===== src/rtl/adcseq_pkg.sv =====
package adcseq_pkg;

    // Frame layout fixed by the converter's serial protocol
    localparam int CTRL_BITS  = 8;
    localparam int ACQ_CLKS   = 5;
    localparam int HI_BITS    = 4;
    localparam int LO_BITS    = 8;
    localparam int RES_BITS   = HI_BITS + LO_BITS;
    localparam int FRAME_CLKS = CTRL_BITS + ACQ_CLKS + RES_BITS;

    localparam logic [CTRL_BITS-1:0] CTRL_KEEP  = 8'h7C;
    localparam logic [CTRL_BITS-1:0] CTRL_FORCE = 8'h81;

    typedef enum logic [1:0] {
        SQ_IDLE,
        SQ_CONV,
        SQ_WR_LO,
        SQ_WR_HI
    } seq_state_t;

    typedef struct packed {
        logic [7:0] hi;
        logic [7:0] lo;
    } res_word_t;

    function automatic logic [CTRL_BITS-1:0] make_ctrl(input logic [CTRL_BITS-1:0] entry);
        return (entry & CTRL_KEEP) | CTRL_FORCE;
    endfunction

endpackage


===== src/rtl/adcseq_tick.sv =====
module adcseq_tick #(
    parameter int PH_W = 8
) (
    input  logic            clk,
    input  logic            rst,
    input  logic            en,
    input  logic [PH_W-1:0] phase_len,
    output logic            tick
);

    logic [PH_W-1:0] cnt;

    always_ff @(posedge clk) begin
        if (rst || !en) begin
            cnt <= '0;
        end else if (cnt >= phase_len) begin
            cnt <= '0;
        end else begin
            cnt <= cnt + 1'b1;
        end
    end

    assign tick = en && (cnt >= phase_len);

    // consecutive phase ends are spaced by phase_len+1 cycles
    a_r5_tick_gap: assert property (@(posedge clk) disable iff (rst)
        (tick && phase_len != '0 && $stable(phase_len)) |=> !tick);

endmodule


===== src/rtl/adcseq_frame.sv =====
module adcseq_frame
    import adcseq_pkg::*;
(
    input  logic                 clk,
    input  logic                 rst,
    input  logic                 go,
    input  logic [CTRL_BITS-1:0] ctrl,
    input  logic                 tick,
    input  logic                 adc_dout,
    output logic                 active,
    output logic                 sclk,
    output logic                 din,
    output logic                 cs_n,
    output logic                 res_valid,
    output logic [RES_BITS-1:0]  result
);

    localparam int PW = $clog2(FRAME_CLKS);
    localparam logic [PW-1:0] LAST_P  = PW'(FRAME_CLKS - 1);
    localparam logic [PW-1:0] CAP_P   = PW'(CTRL_BITS + ACQ_CLKS);
    localparam logic [PW-1:0] CTL_END = PW'(CTRL_BITS - 1);

    logic [PW-1:0]        pulse_n;
    logic [CTRL_BITS-1:0] sh;

    always_ff @(posedge clk) begin
        if (rst) begin
            active    <= 1'b0;
            sclk      <= 1'b0;
            din       <= 1'b0;
            cs_n      <= 1'b1;
            res_valid <= 1'b0;
            result    <= '0;
            pulse_n   <= '0;
            sh        <= '0;
        end else begin
            res_valid <= 1'b0;
            if (!active) begin
                if (go) begin
                    active  <= 1'b1;
                    cs_n    <= 1'b0;
                    sclk    <= 1'b0;
                    din     <= ctrl[CTRL_BITS-1];
                    sh      <= ctrl << 1;
                    pulse_n <= '0;
                    result  <= '0;
                end
            end else if (tick) begin
                if (!sclk) begin
                    sclk <= 1'b1;
                end else begin
                    sclk <= 1'b0;
                    if (pulse_n >= CAP_P) begin
                        result <= {result[RES_BITS-2:0], adc_dout};
                    end
                    if (pulse_n == LAST_P) begin
                        active    <= 1'b0;
                        cs_n      <= 1'b1;
                        din       <= 1'b0;
                        res_valid <= 1'b1;
                    end else begin
                        pulse_n <= pulse_n + 1'b1;
                        din     <= (pulse_n < CTL_END) ? sh[CTRL_BITS-1] : 1'b0;
                        sh      <= sh << 1;
                    end
                end
            end
        end
    end

    // the serial clock is only ever high inside a chip-select window
    a_r2_sclk_in_cs: assert property (@(posedge clk) disable iff (rst)
        sclk |-> !cs_n);

    // data-in is low through the acquisition pulses
    a_r3_acq_din_low: assert property (@(posedge clk) disable iff (rst)
        (active && pulse_n > CTL_END && pulse_n < CAP_P) |-> !din);

    // a result is only presented as the chip select is released
    a_r4_valid_at_release: assert property (@(posedge clk) disable iff (rst)
        res_valid |-> (cs_n && !$past(cs_n)));

    // the serial clock only moves on a divider tick
    a_r5_sclk_on_tick: assert property (@(posedge clk) disable iff (rst)
        (active && !tick) |=> $stable(sclk));

endmodule


===== src/rtl/adc_scan_seq.sv =====
module adc_scan_seq
    import adcseq_pkg::*;
#(
    parameter int LIST_DEPTH = 8,
    parameter int PH_W       = 8,
    localparam int CL_AW     = $clog2(LIST_DEPTH + 1),
    localparam int RES_AW    = $clog2(2 * LIST_DEPTH)
) (
    input  logic              clk,
    input  logic              rst,
    input  logic              start,
    input  logic [PH_W-1:0]   phase_len,
    input  logic              cl_we,
    input  logic [CL_AW-1:0]  cl_addr,
    input  logic [7:0]        cl_wdata,
    input  logic              adc_dout,
    output logic              adc_sclk,
    output logic              adc_din,
    output logic              adc_cs_n,
    output logic              res_we,
    output logic [RES_AW-1:0] res_addr,
    output logic [7:0]        res_data,
    output logic              busy,
    output logic              done
);

    localparam int CNT_W = $clog2(LIST_DEPTH + 1);

    logic [7:0]           clist [LIST_DEPTH+1];
    seq_state_t           state;
    logic [CNT_W-1:0]     idx, last, n_eff;
    logic                 go, tick, f_active, f_valid;
    logic [RES_BITS-1:0]  f_result;
    logic [CTRL_BITS-1:0] ctrl_sel;
    logic [RES_AW-1:0]    base;
    res_word_t            word;

    // channel list register file
    always_ff @(posedge clk) begin
        for (int i = 0; i <= LIST_DEPTH; i++) begin
            if (rst) begin
                clist[i] <= '0;
            end else if (cl_we && cl_addr == CL_AW'(i)) begin
                clist[i] <= cl_wdata;
            end
        end
    end

    always_comb begin
        n_eff    = (clist[0] > 8'(LIST_DEPTH)) ? CNT_W'(LIST_DEPTH) : CNT_W'(clist[0]);
        ctrl_sel = make_ctrl(clist[idx]);
        base     = RES_AW'(idx - 1'b1) << 1;
    end

    adcseq_tick #(.PH_W(PH_W)) tick_i (
        .clk       (clk),
        .rst       (rst),
        .en        (f_active),
        .phase_len (phase_len),
        .tick      (tick)
    );

    adcseq_frame frame_i (
        .clk       (clk),
        .rst       (rst),
        .go        (go),
        .ctrl      (ctrl_sel),
        .tick      (tick),
        .adc_dout  (adc_dout),
        .active    (f_active),
        .sclk      (adc_sclk),
        .din       (adc_din),
        .cs_n      (adc_cs_n),
        .res_valid (f_valid),
        .result    (f_result)
    );

    always_ff @(posedge clk) begin
        if (rst) begin
            state <= SQ_IDLE;
            idx   <= '0;
            last  <= '0;
            go    <= 1'b0;
            busy  <= 1'b0;
            done  <= 1'b0;
            word  <= '0;
        end else begin
            go   <= 1'b0;
            done <= 1'b0;
            unique case (state)
                SQ_IDLE: begin
                    if (start) begin
                        if (n_eff == '0) begin
                            done <= 1'b1;
                        end else begin
                            busy  <= 1'b1;
                            idx   <= CNT_W'(1);
                            last  <= n_eff;
                            go    <= 1'b1;
                            state <= SQ_CONV;
                        end
                    end
                end
                SQ_CONV: begin
                    if (f_valid) begin
                        word.lo <= f_result[LO_BITS-1:0];
                        word.hi <= 8'(f_result[RES_BITS-1:LO_BITS]);
                        state   <= SQ_WR_LO;
                    end
                end
                SQ_WR_LO: state <= SQ_WR_HI;
                SQ_WR_HI: begin
                    if (idx == last) begin
                        busy  <= 1'b0;
                        done  <= 1'b1;
                        state <= SQ_IDLE;
                    end else begin
                        idx   <= idx + 1'b1;
                        go    <= 1'b1;
                        state <= SQ_CONV;
                    end
                end
                default: state <= SQ_IDLE;
            endcase
        end
    end

    assign res_we   = (state == SQ_WR_LO) || (state == SQ_WR_HI);
    assign res_addr = {base[RES_AW-1:1], state == SQ_WR_HI};
    assign res_data = (state == SQ_WR_HI) ? word.hi : word.lo;

    // the high byte follows its low byte at the next address
    a_r6_hi_after_lo: assert property (@(posedge clk) disable iff (rst)
        (res_we && !res_addr[0]) |=> (res_we && res_addr == $past(res_addr) + 1'b1));

    // done and busy never overlap
    a_r7_done_idle: assert property (@(posedge clk) disable iff (rst)
        done |-> !busy);

    // a start during a scan does not move the channel index
    a_r8_start_ignored: assert property (@(posedge clk) disable iff (rst)
        (start && state == SQ_CONV) |=> (idx == $past(idx)));

    // an empty list completes at once without a frame
    a_r9_empty_list: assert property (@(posedge clk) disable iff (rst)
        (start && !busy && n_eff == '0) |=> (done && !busy && adc_cs_n));

endmodule


===== config.mk =====
export PLATFORM = sky130hd
export DESIGN_NAME = adc_scan_seq
export DESIGN_NICKNAME = d
export VERILOG_FILES = /design/src/rtl/adcseq_pkg.sv /design/src/rtl/adcseq_tick.sv /design/src/rtl/adcseq_frame.sv /design/src/rtl/adc_scan_seq.sv
export SDC_FILE = /design/constraint.sdc
export NUM_CORES = 1
export LEC_CHECK = 0
export BUFFER_PORTS_ARGS = -buffer_cell sky130_fd_sc_hd__buf_2
export CAP_MARGIN = 25
export CORE_MARGIN = 2
export CORE_UTILIZATION = 60
export CTS_CLUSTER_DIAMETER = 50
export DETAILED_ROUTE_END_ITERATION = 6
export GPL_TIMING_DRIVEN = 0
export PLACE_DENSITY = 0.78
export SYNTH_ARGS = -nofsm -noshare
export SYNTH_HDL_FRONTEND = slang
export SYNTH_SLANG_ARGS = --single-unit

===== constraint.sdc =====
create_clock -name clk -period 4 [get_ports clk]
set_input_delay 0.8 -clock clk [delete_from_list [all_inputs] [get_ports clk]]
set_output_delay 0.8 -clock clk [all_outputs]
set_load 0.01 [all_outputs]

==> results.md <==
* Status: finished, violations left
* Failing checks: DRC
* Slew at the pin closest to its max-slew limit at about 900 ps
* Setup Viol. Count Final at 0
* RePlAce Congestion at 0.903
* Hold buffers post-CTS at 0
* Post-synthesis instance total at 551
* Min-delay worst type: reg2reg
* Finished Core Util at 0.725
* Setup Skew at between 9 and 10 ps
* Starting DRT DRC Count at 230
* Routed via count at 4309
* RSZ-0062 raised after global routing: no
* Port buffer count at 41
* Syn. warnings at 0
* GRT Resource Usage Total at 0.255
* Worst reg-to-reg path cell count at 7
* Number of synthesized register bits at between 100 and 150
* Worst R2R Setup Slack at 1560 ps
* WHS Path Cells at 2
* Wirelength, routed at 11900 µm
* Worst setup EP type: output pin
* FF-to-FF Start: tick_i.cnt[0]$_SDFF_PP0_
* Crit path required time at 3200 ps
* Hold Fails Final Rpt at 0
* Initial antenna violation count at 0
* Area leader, netlist: edfxtp_1
* Synth Area per Inst at 10.0 µm²
* Layout overhead on the synthesized area at 15.7%
* Syn Nets at 594
* R2r endpoint: frame_i.sh[5]$_SDFFE_PP0P_
* Sink Count at 114
* Sequential fraction of the synthesis area at 0.501
* Asr flop ratio synth at 0
* Crit path arrival time at 2160 ps
* Initial core utilization at 0.626
* Fill cell total of the finished layout at 660
* Max clock buf depth at 2
* Dominant synthesized flop cell: dfxtp_1
* Min Tclk post-route at 2960 ps
* Die H at 99.9 µm
* Die area at 0.00998 mm²
* Vias per Instance at between 5 and 6
* DRC viols at 4
* Fin crit share at 0.740
* Peak fanout along the critical path at 10
* Core area at 0.00881 mm²
* Setup TNS at 0 ps
* Max-cap violations at 0
* CTS root buf: clkbuf_8
* Synth top area cells: edfxtp_1, dfxtp_1, mux2i_1, and2_1, nand2_1
* Pre-antenna DRT Iters at 7
* Row count at 34
* Slew Viols, Final at 0
* Clk Latency, worst-skew pair at between 500 and 600 ps
* Netlist cell types at 53
* Yosys top cell area share at 0.261
* Routed wire per std cell at 16.2 µm
* Grt ovf at 0
* Leak at 2.36 nW
* Rel. slew slack at 0.392
* CP Launch Type: flip-flop
* Hold Startpoint: word[6]$_SDFFE_PP0P_
* Post-CTS setup buffers at 0
* Peak VDD IR at 319 µV
* Worst Setup Path Type: reg2out
* Multi-input gate area at 0.00257 mm²
* Reg clk slew, reported paths at 60 ps
* N_diodes at 0
* F_max at 338 MHz
* Hold path endpoint: word[6]$_SDFFE_PP0P_
* Nets at 654
* Die Wd at 99.9 µm
* Layout cells sized above 1 at 0.147
* # IOs at 43
* Post-DP HPWL at 8430 µm
* Vias in the first global route at 4202
* Netlist Area Pre-Place at 0.00552 mm²
* DRT antenna net count at 0
* H-tree lvl count at 4
* First-pass GRT wire length at 19800 µm
* Final Instance Area at approximately 0.0064 mm²
* Pin count of the biggest net entering global routing at 17
* Area after DPL at 0.00586 mm²
* Register area at 0.00276 mm²
* TritonCTS clock tree: built
* CTS Buf Count at 17
* P per Cell Area at just over 500 mW/mm²
* EDFF count, synth at 48
* Cts repair resizes at 0
layout make-up:
cell class,instances,area share
timing repair buffer,41,0.0322
sequential,114,0.433
clock buffer,23,0.0731
clock inverter,9,0.00922
tap,108,0.0212
buffer,22,0.0165
multi-input combinational,395,0.403
inverter,20,0.0118
layer usage:
layer  GRT usage  share of wire
met1       0.316           0.43
met2       0.433           0.50
met3      0.0634          0.057
met4      0.0948          0.020
met5           0              0
critical path, cell delays in order (launching register included):
cell,delay [ps]
dfxtp_1,400
ha_1,260
clkbuf_1,450
mux2_2,390
buf_2,140
stage by stage:
stage | hold WS (ps) | cells | worst slack (ps) | power (mW)
final | 446 | 732 | 1040 | 3.27
after global routing | 471 | 732 | 929 | 3.42
after CTS | 450 | 732 | 1040 | 3.28
after floorplan | 432 | 551 | 1630 | 1.80
after detailed placement | 442 | 700 | 1120 | 1.97
after global placement | 440 | 700 | 1200 | 1.94
report_power, final:
group / internal (mW) / total [mW] / switching (mW)
Combinational: 0.229 / 0.589 / 0.360
Clock: 0.805 / 1.31 / 0.507
Sequential: 1.30 / 1.37 / 0.0696
cell usage in the layout (no fill, tap or decap), drive strengths merged, types with 9 or more instances in the layout:
cell type and n:
nand3 18, clkbuf 37, nor2b 12, o211ai 9, mux2i 33, buf 49
inv 21, nor2 36, a221oi 10, xor2 10, edfxtp 48, nand2 70
dfxtp 66, and2 50, nor3 9, ha 18, a21oi 36
cell families (layout without fill, tap and decap cells):
logic type / after synthesis / after routing / synth area share
and+or+nand+nor: 231 / 231 / 0.211
DFF: 114 / 114 / 0.501
AOI/OAI and AO/OA: 98 / 98 / 0.129
buffers and inverters: 42 / 115 / 0.0327
muxes: 37 / 37 / 0.0681
adders and majority gates: 18 / 18 / 0.0408
xor gates and xnor gates: 11 / 11 / 0.0175
registers in the layout, summed over array words and instances, names as in the netlist, named ones only:
register           count
frame_i.res_valid      1
go                     1
frame_i.active         1
clist                 48
tick_i.cnt             8
busy                   1
done                   1
frame_i.din            1
frame_i.sclk           1
word                  12
frame_i.sh             7
frame_i.cs_n           1
state                  2
frame_i.result        12
frame_i.pulse_n        5
idx                    4
last                   4
synth_stat cells (4+ instances only):
cell      instances
and3_1            8
nand2_1          70
a22oi_1           4
o211ai_1          9
nor2b_1          12
o21ai_0           5
and2_1           50
nand4_1           7
a21oi_1          36
clkbuf_1         14
nand2b_1          6
nor2_1           36
dfxtp_1          66
mux2i_1          33
o21bai_1          6
nand3_1          18
a221oi_1         10
mux2_2            4
or3_1             5
inv_1            20
nor3_1            8
xor2_1           10
edfxtp_1         48
ha_1             18
a211oi_1          5
worst max-delay path by stage:
stage / start / end / slack, ps / cells after the start
after global routing: state[1]$_SDFFE_PP0P_ / res_data[3] / 930 / 4
after global placement: rst / clist[1][5]$_SDFFCE_PN0P_ / 1200 / 4
after floorplan: phase_len[0] / frame_i.sclk$_SDFFE_PP0P_ / 1630 / 8
final: state[1]$_SDFFE_PP0P_ / res_data[0] / 1040 / 4
after CTS: state[1]$_SDFFE_PP0P_ / res_data[3] / 1040 / 4
after detailed placement: phase_len[7] / frame_i.sh[5]$_SDFFE_PP0P_ / 1120 / 7
No activity file was read; power rests on OpenSTA's default activity.
